==> config.mk <==
export PLATFORM = sky130hd
export DESIGN_NAME = bridge_pwrseq
export DESIGN_NICKNAME = d
export VERILOG_FILES = /design/src/rtl/bps_pkg.sv /design/src/rtl/bps_ticker.sv /design/src/rtl/bps_hpd_judge.sv /design/src/rtl/bridge_pwrseq.sv
export SDC_FILE = /design/constraint.sdc
export NUM_CORES = 1
export LEC_CHECK = 0
export BUFFER_PORTS_ARGS = -buffer_cell sky130_fd_sc_hd__buf_2
export CORE_ASPECT_RATIO = 2
export CORE_MARGIN = 5
export CORE_UTILIZATION = 60
export CTS_CLUSTER_SIZE = 12
export DETAILED_ROUTE_END_ITERATION = 16
export PLACE_DENSITY_LB_ADDON = 0.1
export SLEW_MARGIN = 10
export SYNTH_ARGS = -nofsm -noshare
export SYNTH_HDL_FRONTEND = slang
export SYNTH_HIERARCHICAL = 1
export SYNTH_SLANG_ARGS = --single-unit
==> constraint.sdc <==
create_clock -name clk -period 7.1 [get_ports clk]
set_input_delay 2.13 -clock clk [delete_from_list [all_inputs] [get_ports clk]]
set_output_delay 2.13 -clock clk [all_outputs]
set_load 0.005 [all_outputs]
==> src/rtl/bps_pkg.sv <==
package bps_pkg;

  localparam int CNT_W = 16;

  typedef enum logic [3:0] {
    ST_OFF,
    ST_RST_A,
    ST_GAP,
    ST_RST_B,
    ST_SETTLE,
    ST_POLL,
    ST_HOLD,
    ST_READY,
    ST_SUSP
  } seq_state_e;

  // true on the last tick of a span of n ticks
  function automatic logic span_done(input logic tick,
                                     input logic [CNT_W-1:0] elapsed,
                                     input logic [CNT_W-1:0] n);
    return tick && (elapsed == n - 1'b1);
  endfunction

  // HPD is looked at when elapsed time is a whole number of poll periods
  function automatic logic poll_point(input logic [CNT_W-1:0] elapsed,
                                      input logic [CNT_W-1:0] period);
    return (period == '0) || ((elapsed % period) == '0);
  endfunction

  function automatic logic [CNT_W-1:0] pick_timeout(input logic [CNT_W-1:0] req,
                                                    input logic [CNT_W-1:0] dflt);
    return (req == '0) ? dflt : req;
  endfunction

endpackage

==> src/rtl/bps_ticker.sv <==
module bps_ticker
  import bps_pkg::*;
#(
  parameter int TICK_DIV = 100000
) (
  input  logic             clk,
  input  logic             rst_n,
  input  logic             restart,
  output logic             phase_zero,
  output logic             tick,
  output logic [CNT_W-1:0] elapsed
);

  localparam int PW = (TICK_DIV > 1) ? $clog2(TICK_DIV) : 1;
  localparam logic [PW-1:0] PHASE_LAST = PW'(TICK_DIV - 1);
  localparam logic [CNT_W-1:0] ELAPSED_MAX = '1;

  logic [PW-1:0] phase_q;

  assign tick       = (phase_q == PHASE_LAST);
  assign phase_zero = (phase_q == '0);

  always_ff @(posedge clk or negedge rst_n) begin
    if (!rst_n) begin
      phase_q <= '0;
      elapsed <= '0;
    end else if (restart) begin
      phase_q <= '0;
      elapsed <= '0;
    end else if (tick) begin
      phase_q <= '0;
      if (elapsed != ELAPSED_MAX) elapsed <= elapsed + 1'b1;
    end else begin
      phase_q <= phase_q + 1'b1;
    end
  end

  // a state change must start a fresh span with zero elapsed ticks
  assert_restart_clears_R2: assert property (@(posedge clk) disable iff (!rst_n)
    restart |=> (elapsed == '0) && phase_zero);

endmodule

==> src/rtl/bps_hpd_judge.sv <==
module bps_hpd_judge
  import bps_pkg::*;
#(
  parameter int T_POLL = 20
) (
  input  logic             in_poll,
  input  logic             phase_zero,
  input  logic [CNT_W-1:0] elapsed,
  input  logic [CNT_W-1:0] limit,
  input  logic             hpd,
  output logic             hit,
  output logic             give_up
);

  logic sample;

  assign sample  = in_poll && phase_zero && poll_point(elapsed, CNT_W'(T_POLL));
  assign hit     = sample && hpd;
  assign give_up = sample && !hpd && (elapsed >= limit);

endmodule

==> src/rtl/bridge_pwrseq.sv <==
module bridge_pwrseq
  import bps_pkg::*;
#(
  parameter int TICK_DIV  = 100000,
  parameter int T_RST_A   = 2,
  parameter int T_GAP     = 50,
  parameter int T_RST_B   = 50,
  parameter int T_SETTLE  = 200,
  parameter int T_POLL    = 20,
  parameter int T_HOLD    = 50,
  parameter int T_IDLE    = 2000,
  parameter int T_TMO_DEF = 200
) (
  input  logic        clk,
  input  logic        rst_n,
  input  logic        pwr_req,
  input  logic        susp_req,
  input  logic        hpd_in,
  input  logic [15:0] tmo_ticks,
  output logic        supply_en,
  output logic        bridge_pd,
  output logic        bridge_rst,
  output logic        link_ready,
  output logic        hpd_err
);

  localparam logic [CNT_W-1:0] N_RST_A  = CNT_W'(T_RST_A);
  localparam logic [CNT_W-1:0] N_GAP    = CNT_W'(T_GAP);
  localparam logic [CNT_W-1:0] N_RST_B  = CNT_W'(T_RST_B);
  localparam logic [CNT_W-1:0] N_SETTLE = CNT_W'(T_SETTLE);
  localparam logic [CNT_W-1:0] N_HOLD   = CNT_W'(T_HOLD);
  localparam logic [CNT_W-1:0] N_IDLE   = CNT_W'(T_IDLE);
  localparam logic [CNT_W-1:0] N_TMO    = CNT_W'(T_TMO_DEF);

  seq_state_e state_q, state_d;
  logic             first_q;
  logic [CNT_W-1:0] tmo_q;
  logic             restart, phase_zero, tick;
  logic [CNT_W-1:0] elapsed;
  logic             hpd_hit, hpd_give_up;
  logic             accept_req;

  // named events used by the assertions and the state logic
  assign restart    = (state_d != state_q);
  assign accept_req = pwr_req && !susp_req &&
                      ((state_q == ST_OFF) || (state_q == ST_READY));

  bps_ticker #(.TICK_DIV(TICK_DIV)) u_ticker (
    .clk        (clk),
    .rst_n      (rst_n),
    .restart    (restart),
    .phase_zero (phase_zero),
    .tick       (tick),
    .elapsed    (elapsed)
  );

  bps_hpd_judge #(.T_POLL(T_POLL)) u_judge (
    .in_poll    (state_q == ST_POLL),
    .phase_zero (phase_zero),
    .elapsed    (elapsed),
    .limit      (tmo_q),
    .hpd        (hpd_in),
    .hit        (hpd_hit),
    .give_up    (hpd_give_up)
  );

  always_comb begin
    state_d = state_q;
    unique case (state_q)
      ST_OFF:  if (pwr_req && !susp_req) state_d = ST_RST_A;
      ST_SUSP: state_d = ST_OFF;
      default: begin
        if (susp_req) begin
          state_d = ST_SUSP;
        end else begin
          unique case (state_q)
            ST_RST_A:  if (span_done(tick, elapsed, N_RST_A))  state_d = ST_GAP;
            ST_GAP:    if (span_done(tick, elapsed, N_GAP))    state_d = ST_RST_B;
            ST_RST_B:  if (span_done(tick, elapsed, N_RST_B))  state_d = ST_SETTLE;
            ST_SETTLE: if (span_done(tick, elapsed, N_SETTLE)) state_d = ST_POLL;
            ST_POLL: begin
              if (hpd_hit)          state_d = first_q ? ST_HOLD : ST_READY;
              else if (hpd_give_up) state_d = ST_SUSP;
            end
            ST_HOLD:   if (span_done(tick, elapsed, N_HOLD)) state_d = ST_READY;
            ST_READY: begin
              if (pwr_req)                             state_d = ST_POLL;
              else if (span_done(tick, elapsed, N_IDLE)) state_d = ST_SUSP;
            end
            default: state_d = ST_OFF;
          endcase
        end
      end
    endcase
  end

  always_ff @(posedge clk or negedge rst_n) begin
    if (!rst_n) begin
      state_q <= ST_OFF;
      first_q <= 1'b0;
      tmo_q   <= N_TMO;
      hpd_err <= 1'b0;
    end else begin
      state_q <= state_d;
      if (accept_req) tmo_q <= pick_timeout(tmo_ticks, N_TMO);
      // every reset pulse re-arms the one-shot hold-off
      if (state_d == ST_RST_A && state_q != ST_RST_A) first_q <= 1'b1;
      else if (state_q == ST_HOLD && state_d == ST_READY) first_q <= 1'b0;
      if (state_q == ST_POLL && hpd_give_up && !hpd_hit) hpd_err <= 1'b1;
      else if (pwr_req) hpd_err <= 1'b0;
    end
  end

  assign supply_en  = (state_q != ST_OFF);
  assign bridge_pd  = (state_q == ST_OFF) || (state_q == ST_SUSP);
  assign bridge_rst = (state_q == ST_OFF) || (state_q == ST_SUSP) ||
                      (state_q == ST_RST_A) || (state_q == ST_RST_B);
  assign link_ready = (state_q == ST_READY);

  assert_unpowered_held_R1: assert property (@(posedge clk) disable iff (!rst_n)
    !supply_en |-> bridge_pd && bridge_rst);

  assert_ready_from_hpd_R4: assert property (@(posedge clk) disable iff (!rst_n)
    $rose(link_ready) |-> ($past(state_q) == ST_POLL) || ($past(state_q) == ST_HOLD));

  assert_supply_drop_order_R7: assert property (@(posedge clk) disable iff (!rst_n)
    $fell(supply_en) |-> $past(bridge_pd && bridge_rst));

  assert_err_enters_suspend_R8: assert property (@(posedge clk) disable iff (!rst_n)
    $rose(hpd_err) |-> bridge_pd && bridge_rst && !link_ready);

  assert_ready_clean_R9: assert property (@(posedge clk) disable iff (!rst_n)
    link_ready |-> !hpd_err && !bridge_pd && !bridge_rst);

  assert_suspend_priority_R10: assert property (@(posedge clk) disable iff (!rst_n)
    (susp_req && supply_en && !bridge_pd) |=> bridge_pd && bridge_rst && supply_en);

endmodule

==> results.yml <==
worst_setup_path:
  reg2regPathDepth: 22
  cpPeakStageDelay_ns: 0.70
  path_buf_inv: 1
  startpoint_type: "flip-flop"
  end_kind: "flip-flop"
  criticalPathCategory: "flip-flop to flip-flop"
  crit_family: "simple AND/OR/NAND/NOR gates"
  reg2reg_slack_ns: 0.66
  r2r-start: "u_ticker/elapsed[13]"
  critical-path-slowest-cell: "dfrtp_1"
  arrival_ns: 6.65
  regToRegEndpoint: "u_ticker/elapsed[1]"
  cp_cell_sequence: "and2b_1 > a311oi_1 > a22oi_2 > nor4_1 > a2111oi_4 > a21boi_4 > nor4b_2 > nand4bb_1 > mux2_1 > o211ai_1 > nand2_1 > nor3_1 > nor2b_1 > a22oi_1 > o21ai_1 > a211oi_1 > o311ai_0 > a311o_1 > and4b_1 > nand4_1 > buf_4 > o22ai_1"
  cp_max_fo: 19
  cp.required_ns: 7.31
synth:
  seq_area_frac_synth_pct: 27.83
  ys_warn_count: 6
  synthCells: 571
  ys_ff_latch: 55
  ys_types: 111
  avgSynthCellArea_um2: 8.684
  yosysTopAreaCell: "dfrtp_1"
  synthArstFlopShare_pct: 100.0
  netlist_top_cells_area: "dfrtp_1 (26%), ha_1 (4.8%), nor2_1 (4.4%), xnor2_1 (3.9%), nand2_1 (3.5%)"
  synth_edf_count: 0
  synthesis.nets: 611
  syn_area_um2: 4959
  synthFlopType: "dfrtp_1"
  synth_top_area_share_pct: 26.24
drt:
  vias: 4505
  vias_per_cell: 6.645
  drtPass1Iterations: 4
  ant_nets: 0
  wl_met2_um: 7720
  finalWirelength_um: 13570
  wl_met1_um: 4881
  highest_layer: "met4"
  route.met3.wl_um: 474
  wl_per_cell_um: 20.02
  drc_errors: 0
  drt_iter0_drc: 276
sta:
  slew_headroom_pct: 37.10
  clock_skew_ns: 0.004626
  fin_crit_sh_pct: 90.71
  min_period_ns: 6.441
  tns_ns: 0
  final-max-slew-violation-count: 0
  fmax_mhz: 155.3
  finalHoldViolCount: 0
  rsz0062_at_grt: "false"
  holdWs_ns: 0.4865
  max_slew.worst_pin.slew_ns: 0.9435
  setup_viol: 0
hold_path:
  min-delay-start: "tmo_q[9]"
  hold_path.class: "flip-flop to flip-flop"
  hold-path-cell-count: 2
  min_to: "tmo_q[9]"
run:
  max-cap-violations: 0
place:
  io_buffers: 25
  gp_congestion: 0.9194
  place_inst: 670
  hpwlAfterDp_um: 9936
power_and_ir_drop:
  p_per_area_nw_per_um2: 138.6
  p_total_w: 0.0007233
  leakagePower_nw: 2.136
  peakVddDrop_mv: 0.1799
cells_and_area:
  postLayoutCoreUtil_pct: 63.86
  drive_gt1_share_pct: 16.21
  fin_nets: 619
  final_cells: 678
  synthToLayoutAreaGrowth_pct: 5.274
  antennaDiodeCount: 0
floorplanning:
  die_w_um: 74.28
  coreArea_um2: 8174
  die_y_um: 138.6
  io_pins: 26
  rows: 47
  start_util_pct: 60.66
  dieArea_um2: 10290
cts:
  clkTransAtPathRegs_ns: 0.07
  cts_tree: "built"
  cts_hold_buf: 0
  numCtsBuffers: 5
  ctsRootBufferMaster: "clkbuf_16"
  clkSinkCount: 55
  cts_buffer_depth: 2
  clk_latency_ns: 0.29
  cts_htree_levels: 2
grt:
  track_usage_pct: 27.45
  antenna_found_initial: 0
  grt_first_pass_wirelength_um: 22610
  overflow: 0
  grt_max_degree: 56
  grt_pass1_vias: 4703
outcome:
  status: "finished, final reports clean"
## metrics by stage
step | setup WS [ns] | instance area (µm²)
global placement | 0.8231 | 5070
floorplan | 1.892 | 4959
CTS | 0.6741 | 5211
detailed placement | 0.6994 | 5070
global route | 0.1338 | 5220
finish | 0.6594 | 5220
## sequential cells by signal, indices dropped and copies added (netlist names)
| name | cells |
|---|---|
| hpd_err | 1 |
| state_q | 4 |
| u_ticker/phase_q | 17 |
| tmo_q | 16 |
| u_ticker/elapsed | 16 |
| first_q | 1 |
## area by class of cell
type                            instances  area, µm²
Multi-Input combinational cell        449       3268
Fill cell                             730       2954
Sequential cell                        55       1383
Timing Repair Buffer                   30      162.7
Inverter                               38      142.6
Clock buffer                            6      128.9
Tap cell                               98      122.6
Clock inverter                          2      12.51
## report_power, final
group	total [W]	switching, W	internal [W]	leakage (nW)
clock network	0.000238	0.000108	0.000130	0.0669
registers	0.000361	0.0000212	0.000340	0.726
logic	0.000124	0.0000716	0.0000522	1.34
total	0.000723	0.000201	0.000523	2.14
## cell usage after synthesis (7+ instances only)
library cell   n
o21ai_0       15
nor3b_1        7
a22o_1        10
nor4_1        10
o21ai_1       13
a21o_1         8
nor2_1        58
ha_1          19
nand2_1       46
xnor2_1       22
a211oi_1      10
a21oi_1       13
nor3_1        18
nand4_1       16
clkbuf_1       7
nand3_1       22
buf_2          8
xor2_1         9
dfrtp_1       52
inv_1         37
## cell usage in the layout (no fill, tap or decap), types with 4 or more instances in the layout
| cell | count |
|---|---|
| inv_1 | 37 |
| a31oi_1 | 5 |
| or2_2 | 4 |
| dfrtp_1 | 50 |
| o21ai_2 | 4 |
| nor4_1 | 10 |
| a211oi_1 | 10 |
| o211ai_1 | 4 |
| o31ai_1 | 4 |
| and3_1 | 6 |
| nand4_1 | 16 |
| nor4_4 | 4 |
| ha_1 | 19 |
| a22o_1 | 10 |
| o21ai_1 | 13 |
| o21ai_0 | 15 |
| nand2b_1 | 6 |
| and4b_1 | 4 |
| nor3_1 | 18 |
| nor2_1 | 58 |
| nand3_1 | 22 |
| a21o_1 | 8 |
| clkbuf_16 | 5 |
| xnor2_1 | 22 |
| buf_4 | 5 |
| nor3b_1 | 7 |
| buf_2 | 25 |
| and4_1 | 6 |
| xor2_1 | 9 |
| nand2_1 | 46 |
| a21oi_1 | 13 |
## what timing repair did
action                                 in CTS  in global routing
setup endpoints to repair                   0                  7
endpoints found under the hold margin       0                  0
gates resized for setup                     0                  3
setup buffers                               0                  0
## worst min-delay path: cells and delay by family, from the launching register on
kind / cells / cell delay (ns)
simple gates: 2 / 0.11
flops: 1 / 0.35
## cells by family (layout without fill, tap and decap cells)
logic type / count (synthesis) / in the layout / share of synthesized area, %
compound gates: 138 / 138 / 23.01
xor+xnor: 31 / 31 / 5.476
fa+ha+maj: 19 / 19 / 4.794
buf+inv: 67 / 76 / 6.384
flops: 55 / 55 / 27.83
mux: 2 / 2 / 0.4290
simple gates: 259 / 259 / 32.07
## worst max path at each step
stage                                    start  cells past startpoint             endpoint
final                     u_ticker/elapsed[13]                     22  u_ticker/elapsed[1]
after floorplan           u_ticker/elapsed[12]                     24  u_ticker/elapsed[1]
after CTS                 u_ticker/elapsed[15]                     22  u_ticker/elapsed[1]
after global placement    u_ticker/elapsed[15]                     22  u_ticker/elapsed[1]
after global routing      u_ticker/elapsed[13]                     22  u_ticker/elapsed[1]
after detailed placement  u_ticker/elapsed[13]                     22  u_ticker/elapsed[1]
## metal layers
| layer | vias to the layer above | track usage (%) |
|---|---|---|
| li1 | 2147 | - |
| met1 | 2184 | 28.61 |
| met2 | 140 | 52.29 |
| met3 | 34 | 2.903 |
| met4 | 0 | 11.91 |
| met5 | - | 0 |
Note: power is estimated with default switching activity, not from simulation.
